$ cat src/rtl/pqsrc_pkg.sv
package pqsrc_pkg;

  typedef enum logic [2:0] {OP_NONE, OP_TRIG, OP_EOI, OP_GET, OP_SET} pq_op_e;

  localparam logic [1:0] PQ_IDLE   = 2'b00;
  localparam logic [1:0] PQ_OFF    = 2'b01;
  localparam logic [1:0] PQ_PEND   = 2'b10;
  localparam logic [1:0] PQ_QUEUED = 2'b11;

  // Returns {notify, next_state}
  function automatic logic [2:0] pq_after_trigger(input logic [1:0] cur);
    case (cur)
      PQ_IDLE:   return {1'b1, PQ_PEND};
      PQ_PEND:   return {1'b0, PQ_QUEUED};
      default:   return {1'b0, cur};
    endcase
  endfunction

  // Returns {notify, next_state}
  function automatic logic [2:0] pq_after_eoi(input logic [1:0] cur);
    case (cur)
      PQ_QUEUED: return {1'b1, PQ_PEND};
      PQ_PEND:   return {1'b0, PQ_IDLE};
      default:   return {1'b0, cur};
    endcase
  endfunction

  function automatic logic [63:0] bswap64(input logic [63:0] v);
    logic [63:0] r;
    for (int b = 0; b < 8; b++) r[8*b +: 8] = v[8*(7-b) +: 8];
    return r;
  endfunction

endpackage

$ cat src/rtl/pqsrc_bus_decode.sv
module pqsrc_bus_decode import pqsrc_pkg::*; #(
  parameter int NUM_SRC   = 16,
  parameter int PAGE_BITS = 12,
  parameter int TWO_PAGE  = 1,
  parameter int ADDR_W    = 20,
  localparam int SRC_W    = $clog2(NUM_SRC),
  localparam int SHIFT    = PAGE_BITS + TWO_PAGE
) (
  input  logic [ADDR_W-1:0] addr,
  input  logic              write,
  input  logic [3:0]        size,
  input  logic              cap_store_eoi,
  output pq_op_e            op,
  output logic [SRC_W-1:0]  src,
  output logic [1:0]        set_val,
  output logic              bad,
  output logic              ones
);
  logic [ADDR_W-1:0] full_src;
  logic [11:0]       off;
  logic              in_range, trig_page;
  logic [1:0]        zone;

  assign full_src  = addr >> SHIFT;
  assign off       = addr[11:0];
  assign src       = full_src[SRC_W-1:0];
  assign in_range  = full_src < ADDR_W'(NUM_SRC);
  assign trig_page = (TWO_PAGE != 0) && !addr[PAGE_BITS];
  assign set_val   = off[9:8];

  always_comb begin
    if (off < 12'h400)      zone = 2'd0;
    else if (off < 12'h800) zone = 2'd1;
    else if (off < 12'hC00) zone = 2'd2;
    else                    zone = 2'd3;
  end

  always_comb begin
    op   = OP_NONE;
    bad  = 1'b0;
    ones = 1'b0;
    if (size != 4'd8 || !in_range) begin
      bad  = 1'b1;
      ones = !write;
    end else if (!write) begin
      if (trig_page) begin
        bad  = 1'b1;
        ones = 1'b1;
      end else begin
        case (zone)
          2'd0, 2'd1: op = OP_EOI;
          2'd2:       op = OP_GET;
          default:    op = OP_SET;
        endcase
      end
    end else begin
      case (zone)
        2'd0: op = OP_TRIG;
        2'd1: begin
          if (trig_page || !cap_store_eoi) bad = 1'b1;
          else op = OP_EOI;
        end
        2'd2: bad = trig_page;
        default: begin
          if (trig_page) bad = 1'b1;
          else op = OP_SET;
        end
      endcase
    end
  end
endmodule

$ cat src/rtl/pqsrc_trig_arb.sv
module pqsrc_trig_arb #(
  parameter int NUM_SRC = 16,
  localparam int SRC_W  = $clog2(NUM_SRC)
) (
  input  logic               clk,
  input  logic               rst_n,
  input  logic [NUM_SRC-1:0] hw_trig,
  input  logic               take,
  output logic               pick_valid,
  output logic [SRC_W-1:0]   pick_src
);
  logic [NUM_SRC-1:0] pend_q, clr;

  always_comb begin
    pick_src = '0;
    for (int i = NUM_SRC - 1; i >= 0; i--)
      if (pend_q[i]) pick_src = SRC_W'(i);
  end

  assign pick_valid = |pend_q;

  always_comb begin
    clr = '0;
    if (take) clr[pick_src] = 1'b1;
  end

  always_ff @(posedge clk or negedge rst_n) begin
    if (!rst_n) pend_q <= '0;
    else        pend_q <= (pend_q & ~clr) | hw_trig;
  end
endmodule

$ cat src/rtl/pq_event_source.sv
module pq_event_source import pqsrc_pkg::*; #(
  parameter int NUM_SRC   = 16,
  parameter int PAGE_BITS = 12,
  parameter int TWO_PAGE  = 1,
  parameter int ADDR_W    = 20,
  localparam int SRC_W    = $clog2(NUM_SRC)
) (
  input  logic               clk,
  input  logic               rst_n,
  input  logic               cap_store_eoi,
  input  logic [NUM_SRC-1:0] hw_trig,
  input  logic               req_valid,
  output logic               req_ready,
  input  logic               req_write,
  input  logic [ADDR_W-1:0]  req_addr,
  input  logic [3:0]         req_size,
  output logic               rsp_valid,
  output logic [63:0]        rsp_rdata,
  output logic               ntf_valid,
  input  logic               ntf_ready,
  output logic [SRC_W-1:0]   ntf_src,
  output logic               err_pulse
);
  logic             slot_free, bus_fire, hw_fire;
  pq_op_e           dec_op, act_op;
  logic [SRC_W-1:0] dec_src, arb_src, act_src;
  logic [1:0]       dec_setv, pq_old, pq_new;
  logic             dec_bad, dec_ones, arb_valid;
  logic             act_notify, act_update;
  logic [2:0]       tr_trig, tr_eoi;
  logic [63:0]      rval;
  logic [1:0]       pq_q [NUM_SRC];

  pqsrc_bus_decode #(.NUM_SRC(NUM_SRC), .PAGE_BITS(PAGE_BITS),
                     .TWO_PAGE(TWO_PAGE), .ADDR_W(ADDR_W)) dec_i (
    .addr(req_addr), .write(req_write), .size(req_size),
    .cap_store_eoi(cap_store_eoi), .op(dec_op), .src(dec_src),
    .set_val(dec_setv), .bad(dec_bad), .ones(dec_ones));

  pqsrc_trig_arb #(.NUM_SRC(NUM_SRC)) arb_i (
    .clk(clk), .rst_n(rst_n), .hw_trig(hw_trig), .take(hw_fire),
    .pick_valid(arb_valid), .pick_src(arb_src));

  // One state action per cycle; bus before hardware triggers
  assign slot_free = !ntf_valid || ntf_ready;
  assign req_ready = slot_free;
  assign bus_fire  = req_valid && slot_free;
  assign hw_fire   = !bus_fire && slot_free && arb_valid;

  always_comb begin
    act_op  = OP_NONE;
    act_src = arb_src;
    if (bus_fire) begin
      act_op  = dec_op;
      act_src = dec_src;
    end else if (hw_fire) begin
      act_op = OP_TRIG;
    end
  end

  assign pq_old  = (int'(act_src) < NUM_SRC) ? pq_q[act_src] : PQ_OFF;
  assign tr_trig = pq_after_trigger(pq_old);
  assign tr_eoi  = pq_after_eoi(pq_old);

  always_comb begin
    pq_new     = pq_old;
    act_notify = 1'b0;
    act_update = 1'b0;
    case (act_op)
      OP_TRIG: begin pq_new = tr_trig[1:0]; act_notify = tr_trig[2]; act_update = 1'b1; end
      OP_EOI:  begin pq_new = tr_eoi[1:0];  act_notify = tr_eoi[2];  act_update = 1'b1; end
      OP_SET:  begin pq_new = dec_setv; act_update = 1'b1; end
      default: ;
    endcase
  end

  for (genvar g = 0; g < NUM_SRC; g++) begin : g_state
    always_ff @(posedge clk or negedge rst_n) begin
      if (!rst_n) pq_q[g] <= PQ_OFF;
      else if (act_update && act_src == SRC_W'(g)) pq_q[g] <= pq_new;
    end
  end

  always_comb begin
    rval = '0;
    if (dec_ones) rval = '1;
    else case (dec_op)
      OP_EOI:         rval = {63'b0, act_notify};
      OP_GET, OP_SET: rval = {62'b0, pq_old};
      default:        rval = '0;
    endcase
  end

  always_ff @(posedge clk or negedge rst_n) begin
    if (!rst_n) begin
      ntf_valid <= 1'b0;
      ntf_src   <= '0;
      rsp_valid <= 1'b0;
      rsp_rdata <= '0;
      err_pulse <= 1'b0;
    end else begin
      if (act_notify) begin
        ntf_valid <= 1'b1;
        ntf_src   <= act_src;
      end else if (ntf_ready) begin
        ntf_valid <= 1'b0;
      end
      rsp_valid <= bus_fire && !req_write;
      if (bus_fire && !req_write) rsp_rdata <= bswap64(rval);
      err_pulse <= bus_fire && dec_bad;
    end
  end
endmodule

$ cat config.mk
export PLATFORM = sky130hd
export DESIGN_NAME = pq_event_source
export DESIGN_NICKNAME = d
export VERILOG_FILES = /design/src/rtl/pqsrc_pkg.sv /design/src/rtl/pqsrc_bus_decode.sv /design/src/rtl/pqsrc_trig_arb.sv /design/src/rtl/pq_event_source.sv
export SDC_FILE = /design/constraint.sdc
export NUM_CORES = 1
export LEC_CHECK = 0
export CORE_UTILIZATION = 43
export CTS_CLUSTER_SIZE = 12
export DETAILED_ROUTE_END_ITERATION = 7
export PLACE_DENSITY = 0.77
export SLEW_MARGIN = 30
export SYNTH_ARGS = -nofsm -noshare
export SYNTH_HDL_FRONTEND = slang
export SYNTH_SLANG_ARGS = --single-unit
export TNS_END_PERCENT = 100
$ cat constraint.sdc
create_clock -name clk -period 2.9 [get_ports clk]
set_clock_uncertainty 0.15 [all_clocks]
set_input_delay 0.725 -clock clk [delete_from_list [all_inputs] [get_ports clk]]
set_output_delay 0.725 -clock clk [all_outputs]
set_load 0.02 [all_outputs]
==> results of run 1 <==
## registers in the layout, indices dropped and copies added (netlist names)
signal        flops
pq_q             32
arb_i.pend_q     16
ntf_src           4
rsp_rdata         3
err_pulse         1
ntf_valid         1
rsp_valid         1
## final cells by class
class                           count  area, um^2  area share [%]
Clock buffer                       11         151            2.40
Clock inverter                      5        52.6           0.831
Inverter                            5        21.3           0.337
Multi-Input combinational cell    295        2410            38.1
Sequential cell                    58        1480            23.3
Tap cell                          108         135            2.14
Timing Repair Buffer              225        2070            32.7
Timing Repair inverter              1        7.51           0.119
## cell usage in the layout, fill, tap and decap left out, drive strengths merged, types with 3 or more instances in the layout
cell type        n
clkdlybuf4s50  104
a21oi           13
nor2b            5
and2             4
clkinv           3
nand3           10
a2111oi          7
nand2           27
nor4             8
a21boi           4
nand2b           9
buf            116
o21ai           25
dfstp           16
nor3            13
nand4            9
dfrtp           42
a221oi           4
a31oi           34
mux2             8
a21o             8
inv              5
nor2            60
clkbuf          12
and3             7
o311ai           3
or4              4
a211oi           3
## worst register-to-register path, delay by kind of cell, from the launching register on
family	cells	cell delay [ps]
buffers and inverters	5	930
DFF	1	460
muxes	2	400
and+or+nand+nor	2	510
AOI/OAI and AO/OA	5	820
## metrics by stage
stage | std cells | util, %
CTS | 700 | 69.4
detailed placement | 664 | 61.3
global route | 708 | 72.1
finish | 708 | 72.1
floorplan | 431 | -
global placement | 664 | 61.3
## layer usage
metal | part of all wire, % | track usage, % | routed length (um) | vias to the layer above
met5 | 0 | 0 | 0 | -
met1 | 39 | 33.7 | 5170 | 1983
li1 | - | - | - | 1864
met3 | 7.7 | 6.33 | 1030 | 59
met4 | 3.7 | 10.6 | 487 | 0
met2 | 50 | 46.9 | 6650 | 267
## synthesized netlist by cell type, types with 6 or more instances
cell and count:
a21o_1 8, a21oi_1 11, a31oi_1 33, and3_1 7
buf_2 6, buf_4 64, dfrtp_1 42, dfstp_2 16
nand2_1 24, nand2b_1 9, nand3_1 10, nand4_1 9
nor2_1 58, nor3_1 13, o21ai_0 21
## path summary, 6_finish.rpt
check | from | to | slack [ps] | cells past startpoint
min reg2reg | pq_q[16] | pq_q[16] | 360 | 2
max | req_valid | ntf_src[0] | -480 | 13
max in group asynchronous | rst_n | pq_q[24] | 1730 | 2
min | rst_n | arb_i.pend_q[12] | 140 | 1
min in group clk | pq_q[16] | pq_q[16] | 360 | 2
max reg2reg | arb_i.pend_q[7] | pq_q[4] | -450 | 14
## power groups by stage
stage / sequential [mW] / clock (mW) / combinational, mW
global placement: 1.31 / 0 / 1.23
global route: 1.37 / 0.831 / 1.75
finish: 1.35 / 0.784 / 1.65
detailed placement: 1.31 / 0 / 1.26
floorplan: 1.27 / 0 / 0.743
CTS: 1.34 / 0.791 / 1.49
## what timing repair did
action | CTS | global route
setup endpoints to repair | 40 | 40
pin swaps | 33 | 12
buffers inserted | 18 | 8
cloned | 3 | 0
resized for setup | 70 | 33
## logic make-up after synthesis
kind of cell | Yosys count
DFF | 58
muxes | 10
buffers and inverters | 78
AOI/OAI and AO/OA | 122
and+or+nand+nor | 163
==> flow_metrics.env, run 1 <==
export IMPL_outcome="finished, violations left"
export IMPL_violations="negative setup slack"
export IMPL_crit_slowest_cell="mux2_4"
export IMPL_setup_viol=38
export IMPL_ys_warn_count=0
export IMPL_wl_per_cell_um=18.8
export IMPL_drv_slew=0
export IMPL_clkTransAtPathRegs_ps=60
export IMPL_muxShareOfSynthArea_pct=3.23
export IMPL_place_gp_congestion=0.979
export IMPL_crit_buf_inv=5
export IMPL_drive_above_1_share_pct=42.0
export IMPL_worst_pin_slew_ps=544
export IMPL_dp_hpwl_mm=9.05
export IMPL_synth_xor_area_share_pct=0
export IMPL_path_cells="dlygate4sd2_1 > buf_4 > nand2_4 > mux2_4 > buf_6 > buf_4 > and3_4 > a211oi_2 > o2111a_2 > nor4_4 > buf_4 > mux2i_4 > mux2_4"
export IMPL_grt_overflow_total=0
export IMPL_design_area_um2=6320
export IMPL_synth_edf_count=0
export IMPL_pre_cts_ws_ps=-1210
export IMPL_portBuffers=109
export IMPL_rows=34
export IMPL_synth_top_family_by_area="compound AO/OA/AOI/OAI gates"
export IMPL_async_flop_share_pct=100
export IMPL_antenna_found_initial=0
export IMPL_min_period_ps=3380
export IMPL_track_usage_pct=27.5
export IMPL_cts_root_buffer="clkbuf_8"
export IMPL_clkLatencyLatePin_ps=350
export IMPL_startpoint_type="primary input"
export IMPL_diodes=0
export IMPL_cts_buffer_depth=2
export IMPL_grt_max_degree=63
export IMPL_hp_class="primary input to asynchronous set/reset pin"
export IMPL_ant_nets=0
export IMPL_clkPwrFrac_pct=20.7
export IMPL_die_h_um=97.3
export IMPL_synthTopCellsByArea="dfrtp_1, buf_4, dfstp_2, nor2_1, a31oi_1"
export IMPL_coreArea_um2=8760
export IMPL_yosys_area_share_adder_pct=0
export IMPL_drt_iter0_markers=301
export IMPL_worst_slack_ps=-482
export IMPL_fin_hold_ws_ps=139
export IMPL_power_total_mw=3.79
export IMPL_cts_sinks=58
export IMPL_syn_num_nets=477
export IMPL_end_kind="register"
export IMPL_hold_viol=0
export IMPL_maxCapViolCount=0
export IMPL_drt_pass1_iterations=6
export IMPL_io_pins=118
export IMPL_switching_share_pct=36.8
export IMPL_via_count=4173
export IMPL_syn_area_per_cell_um2=9.07
export IMPL_powerDensity_nw_per_um2=599
export IMPL_vdd_drop_max_uv=271
export IMPL_synth_top_cell_by_area="dfrtp_1"
export IMPL_routed_wl_mm=13.3
export IMPL_ys_types=73
export IMPL_netlist_area_leader_share_pct=26.9
export IMPL_crit_family="buffers and inverters"
export IMPL_worstSetupPathType="primary input to register"
export IMPL_slowest_delay_ps=340
export IMPL_grt_pass1_vias=4053
export IMPL_cp_common_cell="buf_4"
export IMPL_rsz0062_at_grt="true"
export IMPL_p_comb_share_pct=43.5
export IMPL_dieWidth_um=97.3
export IMPL_placed_cell_area_um2=5370
export IMPL_fmax_mhz=296
export IMPL_netlist_instances=431
export IMPL_synth_compound_area_share_pct=22.7
export IMPL_crit_arrival_ps=3460
export IMPL_grt_pass1_wl_mm=20.8
export IMPL_cts_tree="built"
export IMPL_numCtsBuffers=9
export IMPL_route_detailed_drc=0
export IMPL_ys_seq_area_share_pct=37.7
export IMPL_floorplan_die_area_um2=9470
export IMPL_path_max_fanout=5
export IMPL_fin_setup_tns_ps=-16430
export IMPL_synthSimpleGateAreaFrac_pct=22.2
export IMPL_final_nets=641
export IMPL_p_switching_mw=1.39
export IMPL_start_util_pct=44.6
export IMPL_synth_seq_cells=58
export IMPL_period_share_pct=117
export IMPL_areaGrowthSynthToFinish_pct=61.8
export IMPL_cts_htree_levels=3
export IMPL_relSlewSlack_pct=63.4
export IMPL_pwr_share_seq_pct=35.8
export IMPL_worstPathRequired_ps=2980
export IMPL_synth_ff_type="dfrtp_1"
export IMPL_p_int_mw=2.40
export IMPL_holdBufCountCts=0
export IMPL_nFillCells=577
export IMPL_via_per_inst=5.89
export IMPL_syn_cell_area_um2=3910
export IMPL_leakage_nw=2.49
No activity file was read; power rests on OpenSTA's default activity.
==> run 2, diff against run 1 <==
--- a/config.mk
+++ b/config.mk
@@ -5,10 +5,10 @@
 export SDC_FILE = /design/constraint.sdc
 export NUM_CORES = 1
 export LEC_CHECK = 0
-export CORE_UTILIZATION = 43
+export CORE_UTILIZATION = 52
 export CTS_CLUSTER_SIZE = 12
 export DETAILED_ROUTE_END_ITERATION = 7
-export PLACE_DENSITY = 0.77
+export PLACE_DENSITY = 0.87
 export SLEW_MARGIN = 30
 export SYNTH_ARGS = -nofsm -noshare
 export SYNTH_HDL_FRONTEND = slang
==> constraint.sdc (replaced) <==
create_clock -name clk -period 4.2 [get_ports clk]
set_clock_uncertainty 0.15 [all_clocks]
set_input_delay 1.05 -clock clk [delete_from_list [all_inputs] [get_ports clk]]
set_output_delay 1.05 -clock clk [all_outputs]
set_load 0.02 [all_outputs]
==> flow_metrics.env, run 2 (synthesized netlist as in run 1, its figures left out) <==
export IMPL_wl_per_cell_um=17.2
export IMPL_portBuffers=109
export IMPL_relSlewSlack_pct=52.3
export IMPL_cts_htree_levels=3
export IMPL_layout_commonest_cell="clkdlybuf4s50_1"
export IMPL_min_delay_start="ntf_src[2]"
export IMPL_dp_cells=612
export IMPL_outcome="finished, final reports clean"
export IMPL_clkLatencyLatePin_ps=350
export IMPL_period_share_pct=96.0
export IMPL_end_kind="register"
export IMPL_routed_wl_mm=10.8
export IMPL_route_detailed_drc=0
export IMPL_nFillCells=538
export IMPL_hold_viol=0
export IMPL_drt_iter0_markers=246
export IMPL_worstSetupPathType="primary input to register"
export IMPL_drive_above_1_share_pct=21.5
export IMPL_worst_pin_slew_ps=716
export IMPL_drt_pass1_iterations=5
export IMPL_powerDensity_nw_per_um2=439
export IMPL_design_area_um2=5210
export IMPL_coreArea_um2=7250
export IMPL_hp_class="register to register"
export IMPL_cts_root_buffer="clkbuf_8"
export IMPL_fmax_mhz=248
export IMPL_die_h_um=88.7
export IMPL_pre_cts_ws_ps=-263
export IMPL_cts_buffer_depth=2
export IMPL_diodes=0
export IMPL_hold_path_cell_count=1
export IMPL_grt_pass1_vias=3575
export IMPL_min_period_ps=4030
export IMPL_clkTransAtPathRegs_ps=60
export IMPL_r2r_start="arb_i.pend_q[6]"
export IMPL_cts_sinks=58
export IMPL_via_per_inst=5.95
export IMPL_drv_slew=0
export IMPL_worstPathRequired_ps=4270
export IMPL_final_cell_count_no_fill=629
export IMPL_power_total_mw=2.29
export IMPL_placed_cell_area_um2=4960
export IMPL_rows=31
export IMPL_areaGrowthSynthToFinish_pct=33.2
export IMPL_place_gp_congestion=0.981
export IMPL_ant_nets=0
export IMPL_grt_overflow_total=0
export IMPL_cts_tree="built"
export IMPL_leakage_nw=1.99
export IMPL_top_register="pq_q"
export IMPL_top_regs="pq_q (32), arb_i.pend_q (16), ntf_src (4)"
export IMPL_rrSetupSlack_ps=510
export IMPL_rsz0062_at_grt="false"
export IMPL_vdd_drop_max_uv=304
export IMPL_dieWidth_um=88.7
export IMPL_maxCapViolCount=0
export IMPL_dp_hpwl_mm=8.08
export IMPL_antenna_found_initial=0
export IMPL_fin_hold_ws_ps=341
export IMPL_start_util_pct=53.9
export IMPL_setup_viol=0
export IMPL_grt_pass1_wl_mm=17.5
export IMPL_worst_slack_ps=168
export IMPL_numCtsBuffers=9
export IMPL_largest_reg_flops=32
export IMPL_holdBufCountCts=0
export IMPL_crit_arrival_ps=4100
export IMPL_track_usage_pct=29.3
export IMPL_r2r_end="pq_q[9]"
export IMPL_startpoint_type="primary input"
export IMPL_io_pins=118
export IMPL_floorplan_die_area_um2=7870
export IMPL_worstRegToRegCells=10
export IMPL_final_nets=571
export IMPL_grt_max_degree=63
export IMPL_min_to="ntf_src[2]"
export IMPL_layout_common_cells="clkdlybuf4s50_1, nor2_1, buf_4"
export IMPL_path_max_fanout=12
export IMPL_via_count=3742
-- run 2: cell types whose count changed in the layout (fill, tap and decap cells not counted), moves of 6 or more --
cell and change:
a31oi_1 +9, buf_6 -14, buf_4 -53, mux2_4 -6, nor2_1 +9
-- run 2: power by group --
part	switching [mW]	internal, mW	total (mW)	leakage (nW)
sequential	0.124	0.773	0.897	0.619
clock	0.228	0.348	0.577	0.109
combinational	0.417	0.398	0.814	1.26
total	0.769	1.52	2.29	1.99
-- run 2: cell type report --
| cell class | count | area, um^2 | area share (%) |
|---|---|---|---|
| multi-input combinational | 295 | 1900 | 36.4 |
| timing repair buffer | 156 | 1480 | 28.4 |
| sequential | 58 | 1470 | 28.3 |
| clock buffer | 11 | 141 | 2.72 |
| tap | 99 | 124 | 2.38 |
| clock inverter | 5 | 77.6 | 1.49 |
| inverter | 5 | 18.8 | 0.360 |
-- run 2: how the worst max path moves through the flow --
stage / from / endpoint / cells past startpoint
global route: ntf_ready / ntf_src[1] / 12
global placement: req_valid / pq_q[5] / 11
CTS: ntf_ready / pq_q[9] / 12
floorplan: ntf_ready / ntf_src[0] / 11
detailed placement: ntf_ready / pq_q[17] / 12
finish: ntf_ready / ntf_src[1] / 12
-- run 2: repair_timing --
action | CTS | global route
resized for setup | 0 | 5
endpoints found under the setup margin | 0 | 20
setup buffers | 0 | 1
-- run 2: worst max-delay path, cell delays in order --
cell and delay, ps:
clkdlybuf4s50_1 450, nor2b_4 170, inv_2 80, nand2_1 100
mux2_2 370, and2_2 290, a2111oi_1 530, or3_4 250
nor4_4 40, buf_4 160, mux2i_4 240, mux2_1 350
-- run 2: metrics by stage --
step           setup TNS, ps  utilization [%]
6_report                   0             71.8
2_1_floorplan              0                -
3_3_place_gp           -3130             68.4
5_1_grt                    0             71.8
4_1_cts                    0             71.5
3_5_place_dp           -4780             68.4
-- run 2: routing by layer --
metal  share of wire [%]  global-route usage, %
met2                  48                   47.8
met4                 2.6                   13.8
met3                 8.5                   5.50
met1                  41                   37.7
met5                   0                      0
==> run 3, diff against run 2 <==
--- a/config.mk
+++ b/config.mk
@@ -5,6 +5,7 @@
 export SDC_FILE = /design/constraint.sdc
 export NUM_CORES = 1
 export LEC_CHECK = 0
+export CORE_MARGIN = 8
 export CORE_UTILIZATION = 52
 export CTS_CLUSTER_SIZE = 12
 export DETAILED_ROUTE_END_ITERATION = 7
==> flow_metrics.env, run 3 (synthesized netlist as in run 1, its figures left out) <==
export IMPL_holdBufCountCts=0
export IMPL_relSlewSlack_pct=49.7
export IMPL_fmax_mhz=247
export IMPL_grt_pass1_wl_mm=19.1
export IMPL_power_total_mw=2.27
export IMPL_dieWidth_um=103
export IMPL_worst_slack_ps=147
export IMPL_die_h_um=103
export IMPL_crit_arrival_ps=4130
export IMPL_p_switching_uw=810
export IMPL_cts_tree="built"
export IMPL_top_regs="pq_q (32), arb_i.pend_q (16), ntf_src (4)"
export IMPL_diodes=0
export IMPL_portBuffers=109
export IMPL_cts_root_buffer="clkbuf_8"
export IMPL_worst_pin_slew_ps=754
export IMPL_coreArea_um2=7250
export IMPL_p_int_mw=1.46
export IMPL_clkTransAtPathRegs_ps=70
export IMPL_p_comb_share_pct=37.5
export IMPL_cts_sinks=58
export IMPL_place_gp_congestion=0.946
export IMPL_leakage_nw=2.03
export IMPL_via_count=3810
export IMPL_cts_htree_levels=3
export IMPL_pre_cts_ws_ps=-364
export IMPL_rows=31
export IMPL_wl_per_cell_um=19.4
export IMPL_hp_class="register to register"
export IMPL_startpoint_type="primary input"
export IMPL_vdd_drop_max_uv=357
export IMPL_drv_slew=0
export IMPL_cts_buffer_depth=2
export IMPL_areaGrowthSynthToFinish_pct=35.5
export IMPL_antenna_found_initial=0
export IMPL_path_max_fanout=7
export IMPL_fin_setup_tns_ps=0
export IMPL_via_per_inst=5.98
export IMPL_track_usage_pct=23.4
export IMPL_setup_viol=0
export IMPL_numCtsBuffers=9
export IMPL_fin_hold_ws_ps=349
export IMPL_powerDensity_nw_per_um2=430
export IMPL_end_kind="register"
export IMPL_switching_share_pct=35.6
export IMPL_maxCapViolCount=0
export IMPL_layout_commonest_cell="clkdlybuf4s50_1"
export IMPL_worstSetupPathType="primary input to register"
export IMPL_period_share_pct=96.5
export IMPL_largest_reg_flops=32
export IMPL_min_period_ps=4050
export IMPL_ant_nets=0
export IMPL_floorplan_die_area_um2=10500
export IMPL_final_nets=579
export IMPL_grt_pass1_vias=3682
export IMPL_pwr_share_seq_pct=39.5
export IMPL_grt_max_degree=63
export IMPL_start_util_pct=53.9
export IMPL_clkPwrFrac_pct=23.0
export IMPL_layout_common_cells="clkdlybuf4s50_1, nor2_1, buf_4"
export IMPL_io_pins=118
export IMPL_outcome="finished, final reports clean"
export IMPL_drt_pass1_iterations=5
export IMPL_worstPathRequired_ps=4280
export IMPL_dp_hpwl_mm=9.50
export IMPL_routed_wl_mm=12.3
export IMPL_grt_overflow_total=0
export IMPL_route_detailed_drc=0
export IMPL_top_register="pq_q"
export IMPL_drive_above_1_share_pct=23.6
export IMPL_clkLatencyLatePin_ps=350
export IMPL_drt_iter0_markers=298
export IMPL_nFillCells=517
export IMPL_hold_viol=0
==> run 3: cell types whose count changed in the layout (fill, tap and decap cells not counted), moves of 2 or more <==
cell,delta
a2111oi_1,-4
buf_4,+6
clkinv_4,+3
a2111oi_2,+3
buf_12,+2
==> run 3: power groups by stage <==
stage / Sequential (mW) / Clock (mW) / Combinational, mW
6_report: 0.898 / 0.524 / 0.852
5_1_grt: 0.915 / 0.550 / 0.921
4_1_cts: 0.887 / 0.530 / 0.818
3_5_place_dp: 0.897 / 0 / 0.814
3_3_place_gp: 0.889 / 0 / 0.786
2_1_floorplan: 0.873 / 0 / 0.458
==> run 3: stage by stage <==
step / instance area (um^2) / cells / utilization (%)
finish: 5300 / 637 / 73.0
detailed placement: 5030 / 619 / 69.3
global placement: 5030 / 619 / 69.3
floorplan: 3910 / 431 / -
global route: 5300 / 637 / 73.0
CTS: 5230 / 635 / 72.1
==> run 3: path summary, 6_finish.rpt <==
path | start | to | slack, ps | cells after the start
worst max register to register | arb_i.pend_q[6] | ntf_src[0] | 500 | 12
max in group asynchronous | rst_n | pq_q[12] | 2480 | 2
worst min register to register | ntf_src[2] | ntf_src[2] | 350 | 1
worst max-delay path | ntf_ready | ntf_src[0] | 150 | 12
worst min-delay path | ntf_src[2] | ntf_src[2] | 350 | 1
min in group asynchronous | rst_n | pq_q[7] | 560 | 1
==> run 3: cell type report <==
cell class              instances  area, um^2  share of cell area, %
clock buffers                   9         124                   2.34
clock inverters                 7        77.6                   1.47
inverters                       5        18.8                  0.354
multi-input cells             295        1920                   36.2
flip-flops and latches         58        1470                   27.8
well taps                      99         124                   2.34
repair buffers                164        1560                   29.5
==> run 3: repair_timing <==
action,CTS,global route
gates resized for setup,1,7
pin swaps,0,1
setup buffers,0,2
endpoints found under the setup margin,3,24
==> run 3: routing by layer <==
metal	up-vias	part of all wire, %	track usage (%)
li1	1747	-	-
met1	1827	39	27.8
met2	203	49	40.2
met3	33	9.9	5.87
met4	0	2.2	8.01
met5	-	0	0
==> run 3: critical path, stage by stage <==
cell	delay, ps
clkdlybuf4s50_1	440
nor2b_4	160
inv_2	80
nand2_1	100
mux2_2	380
and2_2	280
buf_12	150
a221oi_1	260
o311ai_2	200
mux2i_2	300
mux2i_4	350
mux2_1	350
